File: src/rtl/rtc_pkg.sv
package rtc_pkg;

  typedef struct packed {
    logic [5:0] sec;
    logic [5:0] min;
    logic [4:0] hour;
    logic [2:0] wday;
  } rtc_time_t;

  localparam int unsigned REG_W      = 8;
  localparam int unsigned B_ALM_FLAG = 0;
  localparam int unsigned B_MIN_FLAG = 1;
  localparam int unsigned B_ALM_IE   = 2;
  localparam int unsigned B_ROUND    = 3;
  localparam int unsigned B_SECRST   = 4;
  localparam int unsigned B_BUSY     = 7;

  localparam int unsigned SEC_TOP  = 59;
  localparam int unsigned MIN_TOP  = 59;
  localparam int unsigned HOUR_TOP = 23;
  localparam int unsigned WDAY_TOP = 6;
  localparam int unsigned ROUND_AT = 30;

  // Modular step: value after one increment in range 0..top
  function automatic int unsigned step_mod(input int unsigned v, input int unsigned top);
    return (v >= top) ? 0 : v + 1;
  endfunction

endpackage

File: src/rtl/rtc_subsec.sv
module rtc_subsec #(
  parameter int unsigned TICKS_PER_SEC = 4
) (
  input  logic clk,
  input  logic rst_n,
  input  logic clr,
  input  logic base_tick,
  output logic sec_step
);
  localparam int unsigned CW = (TICKS_PER_SEC > 1) ? $clog2(TICKS_PER_SEC) : 1;
  localparam logic [CW-1:0] LAST = CW'(TICKS_PER_SEC - 1);

  logic [CW-1:0] cnt;

  assign sec_step = base_tick && !clr && (cnt == LAST);

  always_ff @(posedge clk or negedge rst_n) begin
    if (!rst_n)         cnt <= '0;
    else if (clr)       cnt <= '0;
    else if (base_tick) cnt <= (cnt == LAST) ? '0 : cnt + 1'b1;
  end
endmodule

File: src/rtl/rtc_time.sv
module rtc_time
  import rtc_pkg::*;
(
  input  logic      clk,
  input  logic      rst_n,
  input  logic      clr,
  input  logic      sec_step,
  input  logic      adj_go,
  input  logic      round_go,
  output rtc_time_t now_q,
  output rtc_time_t now_nx,
  output logic      min_step
);
  logic sec_wrap, min_wrap, hour_wrap;

  always_comb begin
    now_nx    = now_q;
    min_step  = 1'b0;
    sec_wrap  = (32'(now_q.sec)  == SEC_TOP);
    min_wrap  = (32'(now_q.min)  == MIN_TOP);
    hour_wrap = (32'(now_q.hour) == HOUR_TOP);
    if (adj_go) begin
      // adjustment overrides any coinciding second step
      now_nx.sec = '0;
      min_step   = round_go && (32'(now_q.sec) >= ROUND_AT);
    end else if (sec_step) begin
      now_nx.sec = 6'(step_mod(32'(now_q.sec), SEC_TOP));
      min_step   = sec_wrap;
    end
    if (min_step) begin
      now_nx.min = 6'(step_mod(32'(now_q.min), MIN_TOP));
      if (min_wrap) begin
        now_nx.hour = 5'(step_mod(32'(now_q.hour), HOUR_TOP));
        if (hour_wrap) now_nx.wday = 3'(step_mod(32'(now_q.wday), WDAY_TOP));
      end
    end
  end

  always_ff @(posedge clk or negedge rst_n) begin
    if (!rst_n)   now_q <= '0;
    else if (clr) now_q <= '0;
    else          now_q <= now_nx;
  end
endmodule

File: src/rtl/rtc_alarm_cmp.sv
module rtc_alarm_cmp
  import rtc_pkg::*;
(
  input  rtc_time_t  now_nx,
  input  logic       min_step,
  input  logic [5:0] alm_min,
  input  logic [4:0] alm_hour,
  input  logic [2:0] alm_wday,
  input  logic [2:0] alm_en,
  output logic       alarm_hit
);
  logic [2:0] fld_eq;
  logic [2:0] fld_ok;

  assign fld_eq = {now_nx.wday == alm_wday, now_nx.hour == alm_hour, now_nx.min == alm_min};

  for (genvar g = 0; g < 3; g++) begin : g_fld
    assign fld_ok[g] = !alm_en[g] || fld_eq[g];
  end

  // evaluated only on the cycle the minute count changes
  assign alarm_hit = min_step && (|alm_en) && (&fld_ok);
endmodule

File: src/rtl/rtc_alarm_adj.sv
module rtc_alarm_adj
  import rtc_pkg::*;
#(
  parameter int unsigned TICKS_PER_SEC = 4
) (
  input  logic       clk,
  input  logic       rst_n,
  input  logic       clk_rst,
  input  logic       base_tick,
  input  logic       rd_stb,
  input  logic       wr_stb,
  input  logic [7:0] wdata,
  output logic [7:0] rdata,
  input  logic       xfer_clr,
  input  logic [5:0] alm_min,
  input  logic [4:0] alm_hour,
  input  logic [2:0] alm_wday,
  input  logic [2:0] alm_en,
  output logic [5:0] sec_o,
  output logic [5:0] min_o,
  output logic [4:0] hour_o,
  output logic [2:0] wday_o,
  output logic       irq
);
  logic      alm_flag, min_flag, alm_ie;
  logic      seen_alm, seen_min;
  logic      round_pend, secrst_pend;
  logic      sec_step, min_step, alarm_hit;
  logic      adj_go, alm_wclr, min_wclr;
  logic      unused_wbits;
  rtc_time_t now_q, now_nx;

  assign adj_go       = round_pend || secrst_pend;
  assign alm_wclr     = wr_stb && !wdata[B_ALM_FLAG] && seen_alm;
  assign min_wclr     = wr_stb && !wdata[B_MIN_FLAG] && seen_min;
  assign unused_wbits = ^wdata[7:5];

  rtc_subsec #(.TICKS_PER_SEC(TICKS_PER_SEC)) u_subsec (
    .clk       (clk),
    .rst_n     (rst_n),
    .clr       (clk_rst || secrst_pend),
    .base_tick (base_tick),
    .sec_step  (sec_step)
  );

  rtc_time u_time (
    .clk      (clk),
    .rst_n    (rst_n),
    .clr      (clk_rst),
    .sec_step (sec_step),
    .adj_go   (adj_go),
    .round_go (round_pend),
    .now_q    (now_q),
    .now_nx   (now_nx),
    .min_step (min_step)
  );

  rtc_alarm_cmp u_cmp (
    .now_nx    (now_nx),
    .min_step  (min_step),
    .alm_min   (alm_min),
    .alm_hour  (alm_hour),
    .alm_wday  (alm_wday),
    .alm_en    (alm_en),
    .alarm_hit (alarm_hit)
  );

  always_ff @(posedge clk or negedge rst_n) begin
    if (!rst_n) begin
      alm_flag <= 1'b0; min_flag <= 1'b0; alm_ie <= 1'b0;
      seen_alm <= 1'b0; seen_min <= 1'b0;
      round_pend <= 1'b0; secrst_pend <= 1'b0;
    end else if (clk_rst) begin
      alm_flag <= 1'b0; min_flag <= 1'b0; alm_ie <= 1'b0;
      seen_alm <= 1'b0; seen_min <= 1'b0;
      round_pend <= 1'b0; secrst_pend <= 1'b0;
    end else begin
      round_pend  <= wr_stb && wdata[B_ROUND];
      secrst_pend <= wr_stb && wdata[B_SECRST];
      if (wr_stb) alm_ie <= wdata[B_ALM_IE];
      // set events take precedence over every clear source
      if (alarm_hit)                 alm_flag <= 1'b1;
      else if (xfer_clr || alm_wclr) alm_flag <= 1'b0;
      if (min_step)      min_flag <= 1'b1;
      else if (min_wclr) min_flag <= 1'b0;
      // clear permission: captured at a read, consumed by any write
      if (wr_stb) begin
        seen_alm <= 1'b0;
        seen_min <= 1'b0;
      end else if (rd_stb) begin
        seen_alm <= alm_flag;
        seen_min <= min_flag;
      end
    end
  end

  always_comb begin
    rdata             = '0;
    rdata[B_ALM_FLAG] = alm_flag;
    rdata[B_MIN_FLAG] = min_flag;
    rdata[B_ALM_IE]   = alm_ie;
    rdata[B_BUSY]     = adj_go;
  end

  assign irq    = (alm_flag && alm_ie) || min_flag;
  assign sec_o  = now_q.sec;
  assign min_o  = now_q.min;
  assign hour_o = now_q.hour;
  assign wday_o = now_q.wday;
endmodule

File: config.mk
export PLATFORM = sky130hd
export DESIGN_NAME = rtc_alarm_adj
export DESIGN_NICKNAME = d
export VERILOG_FILES = /design/src/rtl/rtc_pkg.sv /design/src/rtl/rtc_subsec.sv /design/src/rtl/rtc_time.sv /design/src/rtl/rtc_alarm_cmp.sv /design/src/rtl/rtc_alarm_adj.sv
export SDC_FILE = /design/constraint.sdc
export NUM_CORES = 1
export LEC_CHECK = 0
export ABC_AREA = 1
export BUFFER_PORTS_ARGS = -buffer_cell sky130_fd_sc_hd__buf_2
export CAP_MARGIN = 40
export CORE_UTILIZATION = 40
export DETAILED_ROUTE_END_ITERATION = 10
export GPL_ROUTABILITY_DRIVEN = 1
export GPL_TIMING_DRIVEN = 1
export MAX_ROUTING_LAYER = met4
export SETUP_SLACK_MARGIN = 0.1
export SYNTH_ARGS = -nofsm -noshare
export SYNTH_HDL_FRONTEND = slang
export SYNTH_HIERARCHICAL = 1
export SYNTH_SLANG_ARGS = --single-unit
File: constraint.sdc
create_clock -name clk -period 4 [get_ports clk]
set_input_delay 0.2 -clock clk [delete_from_list [all_inputs] [get_ports clk]]
set_output_delay 0.2 -clock clk [all_outputs]
set_load 0.05 [all_outputs]
==> summary.json <==
{
  "setup_path": {
    "worstPathRequired_ns": 4.21,
    "worstSetupStartpointType": "flip-flop",
    "slowest_cp_cell": "sky130_fd_sc_hd__dfrtp_1",
    "worstPathBufferInverterCount": 4,
    "gate_family_responsible_for_the_most_delay_along_the_worst_path": "simple AND/OR/NAND/NOR gates",
    "path_cells": "or2_2 -> nor3b_1 -> buf_4 -> nand2_2 -> nor3_2 -> nand3_2 -> nand2_4 -> inv_2 -> nand2_1 -> nand2_1 -> xor2_1 -> nor2_1 -> nand3_1 -> nand2_1 -> inv_1 -> nor2_2 -> inv_1 -> a21oi_1",
    "worstPathMaxFanout": 18,
    "timing_worst_setup_path_type": "reg -> reg",
    "cp_slowest_stage_delay_ns": 0.38,
    "arrival_ns": 3.05,
    "regToRegSetupSlack_ns": 1.15,
    "worstSetupEndpointType": "flip-flop",
    "crit_top_cell": "sky130_fd_sc_hd__nand2_1"
  },
  "power": {
    "share_seq_of_total_power_pct": 41.2,
    "power_report.internal_total_uw": 566,
    "power_switching_uw": 161,
    "swShare_pct": 22.1,
    "power.clock.fraction_pct": 49.9,
    "share_comb_of_total_power_pct": 9.0,
    "p_leak_uw": 0.00150,
    "power.ir.vdd_worst_mv": 0.313,
    "power-per-cell-area_nw_per_um2": 279
  },
  "cts": {
    "source_to_sink_clock_delay_at_the_later_pin_of_the_worst_skew_pair_ns": 0.28,
    "max-clock-path-buffers": 2,
    "cts-root-buf": "sky130_fd_sc_hd__clkbuf_8",
    "cts.repair.resized": 0,
    "cts.repair_timing.setup_buffer_count": 0,
    "clkSlewWorstSetupHoldPaths_ns": 0.07,
    "cts_buffers": 5,
    "clock_tree_from_tritoncts": "done",
    "clock_tree.htree_level_count": 2,
    "tritoncts_num_sinks": 29
  },
  "floorplanning": {
    "die_area_sq_um": 5800,
    "coreArea_sq_um": 5200,
    "floorplan.die.width_um": 76.2,
    "die_h_um": 76.2,
    "placementRows": 26,
    "initial_utilization_pct": 42.3,
    "top_level_ports": 61
  },
  "timing": {
    "worstMarginPinSlew_ns": 0.650,
    "finalHoldViolCount": 0,
    "min_period_over_period_pct": 71.1,
    "max_freq_mhz": 351,
    "maxSlewHeadroom_pct": 56.4,
    "clock_skew_ns": 0.00684,
    "finalSetupViolations": 0,
    "worst_slack_ns": 1.15,
    "setup_total_negative_slack_ns": 0,
    "timing_max_transition_violations_final": 0,
    "grt_setup_unrepaired": "false",
    "period_minus_slack_ns": 2.85
  },
  "place": {
    "place_congestion": 0.767,
    "number_of_placed_instances_with_taps_included": 449,
    "place_worst_setup_slack_ns": 1.00,
    "io_buffers": 53,
    "dp_hpwl_mm": 3.59
  },
  "synth": {
    "warnings_synthesis": 6,
    "syn_avg_cell_area_sq_um": 6.55,
    "postSynthCellCount": 336,
    "netlist_area_sq_um": 2200
  },
  "routing": {
    "num_vias": 2115,
    "drt-initial-drc-count": 88,
    "wl_per_cell_um": 10.5,
    "number_of_nets_still_failing_antenna_checks_after_routing": 0,
    "finalWirelength_mm": 4.83,
    "viasPerCell": 4.62,
    "drt_pass1_iterations": 4,
    "drc": 0
  },
  "cells_and_area": {
    "fraction_of_layout_instances_using_a_drive_strength_above_1_pct": 20.9,
    "layout.cells.most_common_list": "128 x sky130_fd_sc_hd__nand2_1, 53 x sky130_fd_sc_hd__buf_2, 45 x sky130_fd_sc_hd__inv_1",
    "layout_net_count": 425,
    "stdcell_count": 458,
    "area_growth_pct": 18.4,
    "diodes": 0,
    "final_common_cell": "sky130_fd_sc_hd__nand2_1",
    "filler_cell_count": 555
  },
  "global_route": {
    "grt_overflow": 0,
    "globalRouteTotalUtil_pct": 19.4,
    "first_global_vias": 2017,
    "grt_first_pass_wirelength_mm": 8.89,
    "grt_max_degree": 30,
    "antenna_found_initial": 0
  },
  "hold_path": {
    "hold_path_class": "in -> reg"
  },
  "run_status": {
    "status": "complete, no violations"
  },
  "run": {
    "drv_cap": 0
  }
}
[power groups by stage]
stage / combinational, uW / sequential [uW] / clock (uW)
final: 65.1 / 299 / 362
after global routing: 74.6 / 299 / 385
after CTS: 66.5 / 299 / 372
after detailed placement: 65.5 / 304 / 0
after global placement: 64.3 / 304 / 0
after floorplan: 41.1 / 304 / 0
[per-layer routing]
layer | global-route usage (%) | routed length (um)
met5 | - | 0
met4 | 5.77 | 68
met3 | 4.43 | 258
met2 | 31.8 | 2270
met1 | 23.9 | 2240
[final timing paths]
kind	cells past startpoint	from	end
setup / recovery	18	secrst_pend	alm_flag
hold / removal	3	wdata[4]	secrst_pend
setup reg to reg	18	secrst_pend	alm_flag
hold reg to reg	2	u_subsec/cnt[1]	u_subsec/cnt[1]
max in group asynchronous	2	rst_n	u_time/now_q[0]
min in group asynchronous	2	rst_n	u_time/now_q[15]
[through the flow]
step	hold WS, ns	total power, uW	util, %	area, sq um
3_3_place_gp	0.278	369	47.3	2460
5_1_grt	0.129	759	50.0	2600
6_report	0.127	726	50.0	2600
2_1_floorplan	-0.0956	345	-	2210
4_1_cts	0.116	737	50.0	2600
3_5_place_dp	0.282	370	47.3	2460
[final cells by class]
| type | count | area (sq um) | share of cell area (%) |
|---|---|---|---|
| Multi-Input combinational cell | 250 | 1200 | 46.1 |
| Inverter | 46 | 173 | 6.63 |
| Sequential cell | 29 | 726 | 27.9 |
| Clock inverter | 3 | 65.1 | 2.50 |
| Timing Repair Buffer | 55 | 283 | 10.9 |
| Clock buffer | 5 | 68.8 | 2.64 |
| Tap cell | 70 | 87.6 | 3.36 |
[state kept, by name (all words and copies together) (netlist names)]
name and flops:
min_flag 1, u_time/now_q 20, u_subsec/cnt 2, secrst_pend 1, round_pend 1, alm_flag 1, seen_min 1, alm_ie 1
seen_alm 1
[what timing repair did]
item | 4_1_cts | 5_1_grt
endpoints found under the setup margin | 0 | 0
hold endpoints to repair | 29 | 0
hold buffers | 1 | 0
[worst register-to-register path, cell delays in order, from the launching register on]
cell and delay, ns:
sky130_fd_sc_hd__dfrtp_1 0.38, sky130_fd_sc_hd__or2_2 0.33, sky130_fd_sc_hd__nor3b_1 0.22, sky130_fd_sc_hd__buf_4 0.17, sky130_fd_sc_hd__nand2_2 0.09, sky130_fd_sc_hd__nor3_2 0.14, sky130_fd_sc_hd__nand3_2 0.11, sky130_fd_sc_hd__nand2_4 0.20
sky130_fd_sc_hd__inv_2 0.17, sky130_fd_sc_hd__nand2_1 0.11, sky130_fd_sc_hd__nand2_1 0.07, sky130_fd_sc_hd__xor2_1 0.14, sky130_fd_sc_hd__nor2_1 0.12, sky130_fd_sc_hd__nand3_1 0.11, sky130_fd_sc_hd__nand2_1 0.07, sky130_fd_sc_hd__inv_1 0.04
sky130_fd_sc_hd__nor2_2 0.12, sky130_fd_sc_hd__inv_1 0.05, sky130_fd_sc_hd__a21oi_1 0.13
No activity file was read; power rests on OpenSTA's default activity.
